File: src/rtl/seq_pkg.sv
package seq_pkg;

    typedef enum logic [3:0] {
        ST_FETCH_ADDR,
        ST_FETCH_RD,
        ST_FETCH_IR,
        ST_IND_CHK,
        ST_IND_RD,
        ST_EXEC,
        ST_INT_SAVE,
        ST_INT_WR,
        ST_INT_JMP
    } seq_state_e;

    typedef struct packed {
        logic mar_from_pc;
        logic mar_from_mbr;
        logic mar_from_save;
        logic mbr_from_mem;
        logic mbr_from_pc;
        logic ir_from_mbr;
        logic pc_inc;
        logic pc_from_hdl;
        logic ie_clr;
    } seq_ctl_t;

endpackage

File: src/rtl/seq_ctrl.sv
module seq_ctrl
    import seq_pkg::*;
(
    input  logic     clk,
    input  logic     rst_n,
    input  logic     mem_ready,
    input  logic     exec_done,
    input  logic     irq_req,
    input  logic     ie,
    input  logic     ir_ind,
    output seq_ctl_t ctl,
    output logic     mem_rd,
    output logic     mem_wr,
    output logic     exec_req,
    output logic     irq_ack
);

    seq_state_e state_q, state_d;

    always_ff @(posedge clk) begin
        if (!rst_n) state_q <= ST_FETCH_ADDR;
        else        state_q <= state_d;
    end

    always_comb begin
        state_d  = state_q;
        ctl      = '0;
        mem_rd   = 1'b0;
        mem_wr   = 1'b0;
        exec_req = 1'b0;
        irq_ack  = 1'b0;
        unique case (state_q)
            ST_FETCH_ADDR: begin
                ctl.mar_from_pc = 1'b1;
                state_d = ST_FETCH_RD;
            end
            ST_FETCH_RD: begin
                mem_rd = 1'b1;
                if (mem_ready) begin
                    ctl.mbr_from_mem = 1'b1;
                    ctl.pc_inc       = 1'b1;
                    state_d          = ST_FETCH_IR;
                end
            end
            ST_FETCH_IR: begin
                ctl.ir_from_mbr = 1'b1;
                state_d = ST_IND_CHK;
            end
            ST_IND_CHK: begin
                if (ir_ind) begin
                    ctl.mar_from_mbr = 1'b1;
                    state_d = ST_IND_RD;
                end else begin
                    state_d = ST_EXEC;
                end
            end
            ST_IND_RD: begin
                mem_rd = 1'b1;
                if (mem_ready) begin
                    ctl.mbr_from_mem = 1'b1;
                    state_d = ST_EXEC;
                end
            end
            ST_EXEC: begin
                exec_req = 1'b1;
                if (exec_done)
                    state_d = (ie && irq_req) ? ST_INT_SAVE : ST_FETCH_ADDR;
            end
            ST_INT_SAVE: begin
                ctl.mbr_from_pc   = 1'b1;
                ctl.mar_from_save = 1'b1;
                ctl.ie_clr        = 1'b1;
                irq_ack           = 1'b1;
                state_d           = ST_INT_WR;
            end
            ST_INT_WR: begin
                mem_wr = 1'b1;
                if (mem_ready) state_d = ST_INT_JMP;
            end
            ST_INT_JMP: begin
                ctl.pc_from_hdl = 1'b1;
                state_d = ST_FETCH_ADDR;
            end
            default: state_d = ST_FETCH_ADDR;
        endcase
    end


    rd_wr_excl_chk: assert property (@(posedge clk) disable iff (!rst_n)
        !(mem_rd && mem_wr));


    exec_hold_chk: assert property (@(posedge clk) disable iff (!rst_n)
        (exec_req && !exec_done) |=> exec_req);


    exec_quiet_mem_chk: assert property (@(posedge clk) disable iff (!rst_n)
        exec_req |-> !(mem_rd || mem_wr));


    ack_pulse_chk: assert property (@(posedge clk) disable iff (!rst_n)
        irq_ack |=> !irq_ack);


    ack_needs_enable_chk: assert property (@(posedge clk) disable iff (!rst_n)
        $rose(irq_ack) |-> ($past(ie) && $past(irq_req)));

endmodule

File: src/rtl/seq_datapath.sv
module seq_datapath
    import seq_pkg::*;
#(
    parameter int DATA_W = 16,
    parameter int ADDR_W = 12,
    parameter int IND_BIT = 15,
    parameter logic [ADDR_W-1:0] START_ADDR   = '0,
    parameter logic [ADDR_W-1:0] SAVE_ADDR    = '1,
    parameter logic [ADDR_W-1:0] HANDLER_ADDR = '0
) (
    input  logic              clk,
    input  logic              rst_n,
    input  seq_ctl_t          ctl,
    input  logic [DATA_W-1:0] mem_rdata,
    input  logic              ie_set,
    output logic [ADDR_W-1:0] pc,
    output logic [DATA_W-1:0] ir,
    output logic [ADDR_W-1:0] mar,
    output logic [DATA_W-1:0] mbr,
    output logic              ie,
    output logic              ir_ind
);

    logic [DATA_W-1:0] pc_ext;

    always_comb begin
        pc_ext = '0;
        pc_ext[ADDR_W-1:0] = pc;
    end

    assign ir_ind = ir[IND_BIT];

    always_ff @(posedge clk) begin
        if (!rst_n) begin
            pc  <= START_ADDR;
            ir  <= '0;
            mar <= '0;
            mbr <= '0;
            ie  <= 1'b0;
        end else begin
            if (ctl.mar_from_pc)        mar <= pc;
            else if (ctl.mar_from_mbr)  mar <= mbr[ADDR_W-1:0];
            else if (ctl.mar_from_save) mar <= SAVE_ADDR;

            if (ctl.mbr_from_mem)       mbr <= mem_rdata;
            else if (ctl.mbr_from_pc)   mbr <= pc_ext;

            if (ctl.ir_from_mbr)        ir <= mbr;

            if (ctl.pc_from_hdl)        pc <= HANDLER_ADDR;
            else if (ctl.pc_inc)        pc <= pc + 1'b1;

            if (ctl.ie_clr)             ie <= 1'b0;
            else if (ie_set)            ie <= 1'b1;
        end
    end


    pc_step_chk: assert property (@(posedge clk) disable iff (!rst_n)
        ctl.pc_inc |=> (pc == $past(pc) + 1'b1));


    pc_handler_chk: assert property (@(posedge clk) disable iff (!rst_n)
        ctl.pc_from_hdl |=> (pc == HANDLER_ADDR));


    ie_cleared_chk: assert property (@(posedge clk) disable iff (!rst_n)
        ctl.ie_clr |=> !ie);

endmodule

File: src/rtl/instr_cycle_seq.sv
module instr_cycle_seq
    import seq_pkg::*;
#(
    parameter int DATA_W = 16,
    parameter int ADDR_W = 12,
    parameter int IND_BIT = 15,
    parameter logic [ADDR_W-1:0] START_ADDR   = 12'h010,
    parameter logic [ADDR_W-1:0] SAVE_ADDR    = 12'h0F0,
    parameter logic [ADDR_W-1:0] HANDLER_ADDR = 12'h080
) (
    input  logic              clk,
    input  logic              rst_n,
    output logic [ADDR_W-1:0] mem_addr,
    output logic [DATA_W-1:0] mem_wdata,
    output logic              mem_rd,
    output logic              mem_wr,
    input  logic [DATA_W-1:0] mem_rdata,
    input  logic              mem_ready,
    output logic              exec_req,
    input  logic              exec_done,
    output logic [DATA_W-1:0] instr,
    output logic [ADDR_W-1:0] operand_addr,
    output logic [ADDR_W-1:0] pc_out,
    input  logic              irq_req,
    output logic              irq_ack,
    input  logic              ie_set
);

    seq_ctl_t          ctl;
    logic              ie, ir_ind;
    logic [ADDR_W-1:0] mar;
    logic [DATA_W-1:0] mbr;

    seq_ctrl u_ctrl (
        .clk       (clk),
        .rst_n     (rst_n),
        .mem_ready (mem_ready),
        .exec_done (exec_done),
        .irq_req   (irq_req),
        .ie        (ie),
        .ir_ind    (ir_ind),
        .ctl       (ctl),
        .mem_rd    (mem_rd),
        .mem_wr    (mem_wr),
        .exec_req  (exec_req),
        .irq_ack   (irq_ack)
    );

    seq_datapath #(
        .DATA_W       (DATA_W),
        .ADDR_W       (ADDR_W),
        .IND_BIT      (IND_BIT),
        .START_ADDR   (START_ADDR),
        .SAVE_ADDR    (SAVE_ADDR),
        .HANDLER_ADDR (HANDLER_ADDR)
    ) u_dp (
        .clk       (clk),
        .rst_n     (rst_n),
        .ctl       (ctl),
        .mem_rdata (mem_rdata),
        .ie_set    (ie_set),
        .pc        (pc_out),
        .ir        (instr),
        .mar       (mar),
        .mbr       (mbr),
        .ie        (ie),
        .ir_ind    (ir_ind)
    );

    assign mem_addr     = mar;
    assign mem_wdata    = mbr;
    assign operand_addr = mbr[ADDR_W-1:0];


    rd_hold_chk: assert property (@(posedge clk) disable iff (!rst_n)
        (mem_rd && !mem_ready) |=> (mem_rd && $stable(mem_addr)));


    wr_hold_chk: assert property (@(posedge clk) disable iff (!rst_n)
        (mem_wr && !mem_ready) |=> (mem_wr && $stable(mem_addr) && $stable(mem_wdata)));


    save_addr_chk: assert property (@(posedge clk) disable iff (!rst_n)
        mem_wr |-> (mem_addr == SAVE_ADDR));

endmodule

File: config.mk
export PLATFORM = sky130hd
export DESIGN_NAME = instr_cycle_seq
export DESIGN_NICKNAME = d
export VERILOG_FILES = /design/src/rtl/seq_pkg.sv /design/src/rtl/seq_ctrl.sv /design/src/rtl/seq_datapath.sv /design/src/rtl/instr_cycle_seq.sv
export SDC_FILE = /design/constraint.sdc
export NUM_CORES = 1
export LEC_CHECK = 0
export BUFFER_PORTS_ARGS = -buffer_cell sky130_fd_sc_hd__buf_4
export CAP_MARGIN = 20
export CORE_ASPECT_RATIO = 1.2
export CORE_MARGIN = 3
export CORE_UTILIZATION = 40
export DETAILED_ROUTE_END_ITERATION = 12
export GPL_TIMING_DRIVEN = 0
export HOLD_SLACK_MARGIN = 0.15
export PLACE_DENSITY = 0.68
export REMOVE_ABC_BUFFERS = 1
export SETUP_SLACK_MARGIN = 0.02
export SYNTH_ARGS = -nofsm -noshare
export SYNTH_HDL_FRONTEND = slang
export SYNTH_SLANG_ARGS = --single-unit
export TNS_END_PERCENT = 5
File: constraint.sdc
create_clock -name clk -period 1.7 [get_ports clk]
set_clock_uncertainty 0.05 [all_clocks]
set_input_delay 0.34 -clock clk [delete_from_list [all_inputs] [get_ports clk]]
set_output_delay 0.34 -clock clk [all_outputs]
set_load 0.05 [all_outputs]
# Word-level counts from Yosys, hierarchy flattened
# Index checks and enable logic that the tools add are counted.
# W data, S select, Z words.
[classes]
n_bitwise = 1
muxes = 26
n_reduce_logical = 9
addsub = 1
eq_ne = 12
[ops]
columns = ["cell", "count"]
rows = [
  ["$mux W12", 3],
  ["$mux W16", 2],
  ["$pmux W4 S8", 1],
  ["$eq A4 B3 Y1 const B", 4],
  ["$mux W4", 4],
  ["$mux W8", 2],
  ["$mux W1", 13],
  ["$add A12 B1 Y12 const B", 1],
  ["$eq A4 B2 Y1 const B", 2],
  ["$ne A2 B2 Y1 const B", 4],
  ["$reduce_or A2 Y1", 3],
  ["$eq A4 B1 Y1 const B", 1],
  ["$eq A4 B4 Y1 const B", 1],
  ["$logic_not A4 Y1", 1],
  ["$reduce_and A4 Y1", 1],
  ["$reduce_bool A2 Y1", 2],
  ["$mux W3", 1],
  ["$reduce_bool A3 Y1", 1],
  ["$logic_and A1 B1 Y1", 1],
  ["$not A1 Y1", 1],
]
[totals]
input_bits = 22
ff_bits = 61
word_cells = 56

# Longest topological paths before layout
[depth]
depth_word = 5
ltp_mapped = 8

# Cells and area by module
# Synthesis repeated with hierarchy kept, for this count alone.
[unflattened]
cells_unflattened = 315
area_unflattened_um2 = 2982.9
[modules_own_cells]
columns = ["mod", "seq_area_each_um2", "cells_each", "instances", "area_per_inst_um2"]
rows = [
  ["seq_datapath", 1141.1, 256, 1, 2464.9],
  ["seq_ctrl", 80.1, 47, 1, 427.9],
  ["instr_cycle_seq", 0.0, 12, 1, 90.1],
]

# Least setup slack after synthesis
# OpenSTA, ideal clock, no wires.
[synth_timing]
kind = "register to output"
startpoint = "register u_ctrl.state_q[0]"
endpoint = "output exec_req"
arrival_ns = 1.908
required_time_ns = 1.310
path_stages_with_launch = 5
slack_ns = -0.598
path_cell_list = "dfxtp_1 > buf_4 > clkbuf_1 > nand2_1 > nor3_1"
[synth_via]
elab_chain_len = 2
[synth_lines]
columns = ["element", "line_no", "text"]
rows = [
  ["from (decl)", "seq_ctrl.sv:18", "seq_state_e state_q, state_d;"],
  ["from (signal assigned)", "seq_ctrl.sv:22", "else state_q <= state_d;"],
  ["$eq A4 B3 Y1", "seq_ctrl.sv:32", "unique case (state_q)"],
  ["$mux W1", "seq_ctrl.sv:32", ""],
  ["to (decl)", "instr_cycle_seq.sv:19", "output logic exec_req,"],
]
# Every way passes these cells.

# Worst setup path after layout
[layout_timing]
startpoint = "register u_ctrl.state_q[2]"
endpoint = "output irq_ack"
[layout_via]
elab_chain_len = 2
[layout_lines]
columns = ["element", "line_no", "text"]
rows = [
  ["$eq A4 B3 Y1", "seq_ctrl.sv:32", ""],
  ["$mux W1", "seq_ctrl.sv:32", ""],
  ["to (decl)", "instr_cycle_seq.sv:25", "output logic irq_ack,"],
]
# Every way passes these cells.

==> results.txt <==
Worst hold start: mem_rdata[11]
Placed insts: 461
Synth cell types: 48
Placer Congestion: 0.761
Synth top cells by count: dfxtp_1, nand2_1, nor2b_1
WL/cell: 15.8 um
Fin. max-slew vios: 0
Initial antenna violation count: 0
Worst Setup SP: u_ctrl.state_q[2]
Family with the most delay on the worst path: flip-flops
Yosys top cell by area: dfxtp_1
Hold_buf cts: 0
Total clock buffers created by CTS: 9
Pin count of the biggest net entering global routing: 52
Die area: 0.00824 sq mm
Leakage power: 1.78 nW
Fin cells: 496
Setup crit start kind: register
Clock transition at path regs: 80 ps
Final setup fails: 9
Die Span Y: 98.9 um
Area share of the largest cell type after synthesis: 0.425
Top_reg_cell synth: dfxtp_1
Post-synth ARST share: 0
Synthesized area: 0.00287 sq mm
Fin util: 0.576
DRC violations left: 0
Diodes inserted: 0
Crit Reg-Reg Startpoint: u_ctrl.state_q[2]
Sequential area share after synthesis: 0.425
Hold Crit Depth: 2
Warnings from Yosys: 0
Worst reg2reg path depth: 5
Failing checks: negative setup slack
Total grt overflow: 0
Port bufs: 93
Horiz. Die Dim: 83.4 um
Pwr/cell area: 1900 mW/mm^2
Area Growth Syn to Fin: 38.1%
Hold path endpoint: u_dp.mbr[11]
Mapped Cells: 313
Final Critical Period: 1780 ps
Via density: 5.29
Layout Nets: 427
R2R setup slack: -40 ps
Mean Syn Cell Area: 9.18 sq um
Antenna Nets Post-Route: 0
Share of layout cells above drive strength 1: 0.364
Synth top area cells: dfxtp_1, nand2_1, mux2i_1
Total GRT Usage: 0.188
Max VDD drop: 1050 uV
PnR worst setup slack: -81.0 ps
Yosys reg bits: 61
Max Fclk: 561 MHz
Worst Path Buf+Inv: 2
Initial drt markers: 140
Routed wire length: 7850 um
Clock Path Buffers: 2
Rows: 33
CTS tree: built
RR Endpoint: u_dp.mar[0]
Status: complete, but fails checks
Core area: 0.00690 sq mm
H-tree depth: 3
Clock latency on the worst-skew pair: 340 ps
Clock root buffer: clkbuf_8
Arrival @ worst endpoint: 1390 ps
Number of synthesized flops with an enable pin: 0
Period Utilization, post-route: 1.05
Cell Chain, Critical Path: buf_4, nor4bb_4, buf_6
Hold_ws: 185 ps
Slew @ Worst Pin: 689 ps
Setup CP Type: reg -> out
CTS Sinks: 61
CP max stage delay: 380 ps
DRT Pass-1 Iters: 4
RSZ-0062 raised after global routing: yes
Vias in the first global route: 2403
Final hold violation count: 0
Max-Cap Viols: 0
First-pass GRT wire length: 12400 um
Vias: 2624
Hpwl dp: 5020 um
CP Capture Type: output port
Fill count: 633
CP required: 1310 ps
HP Class: in -> reg
IO Count: 94
Initial core utilization: 0.417
Most common cell in the netlist: dfxtp_1
Pwr Total: 7.56 mW
CP max stage cell: dfxtp_4
Worst-path maximum fanout: 7
Rel. slew slack: 0.539
==> metal layers <==
layer / up-vias / part of all wire / GRT usage
met1: 1241 / 0.41 / 0.225
met2: 87 / 0.51 / 0.320
met4: 0 / 0.014 / 0.0994
met3: 11 / 0.059 / 0.0334
li1: 1285 / - / -
met5: - / 0 / 0
==> report_power, final <==
group          internal (mW)  switching, mW
registers               1.73          0.353
clock network          0.562          0.589
logic                   1.60           2.73
total                   3.89           3.67
==> how the worst max path moves through the flow <==
stage,end,depth (start not counted),slack [ps]
6_report,irq_ack,3,-80
5_1_grt,irq_ack,3,-140
4_1_cts,irq_ack,2,-50
3_3_place_gp,irq_ack,2,-3400
3_5_place_dp,u_dp.mbr[9],5,-800
2_1_floorplan,u_dp.mbr[4],4,-3270
==> layout by cell type (no fill, tap or decap), types with 5 or more instances in the layout <==
cell      count
a21oi_1      11
dfxtp_1      57
nor2b_1      18
nand3_1       5
a21boi_1     16
o211a_1      13
a222oi_1      8
buf_6         8
mux2i_1      17
nand2_1      53
xor2_1        5
buf_4       100
nor2_1       10
clkbuf_8     10
==> sequential cells by signal (all words and copies together) (netlist names) <==
| register | count |
|---|---|
| u_ctrl.state_q | 4 |
| u_dp.ie | 1 |
| u_dp.ir | 16 |
| u_dp.mar | 12 |
| u_dp.mbr | 16 |
| u_dp.pc | 12 |
==> metrics by stage <==
step / worst slack (ps) / cell area [sq um] / setup TNS (ps)
2_1_floorplan: -3270 / 2660 / -60930
3_3_place_gp: -3400 / 3470 / -74540
3_5_place_dp: -799 / 3520 / -26770
4_1_cts: -53.9 / 3880 / -334
5_1_grt: -137 / 3970 / -2470
6_report: -81.0 / 3970 / -245
==> timing repair <==
action / 4_1_cts / 5_1_grt
gates cloned: 1 / 0
setup buffers: 13 / 5
setup endpoints to repair: 63 / 51
pin swaps: 4 / 21
resized for setup: 18 / 10
==> area by class of cell <==
class | instances | area, sq um | area share
Clock buffer | 10 | 138 | 0.0347
Clock inverter | 6 | 38.8 | 0.00977
Inverter | 5 | 18.8 | 0.00473
Multi-Input combinational cell | 213 | 1490 | 0.375
Sequential cell | 61 | 1240 | 0.311
Tap cell | 87 | 109 | 0.0274
Timing Repair Buffer | 114 | 941 | 0.237
==> cells by family (layout without fill, tap and decap cells) <==
family,after synthesis,after routing,synth area share
AO/OA/AOI/OAI,67,68,0.185
multiplexers,17,17,0.0592
AND/OR/NAND/NOR,120,120,0.225
adder cells (fa/ha/maj),1,1,0.00435
buffers and inverters,40,135,0.0805
XOR/XNOR,7,7,0.0213
flip-flops,61,61,0.425
(Power assumes the default switching activity.)
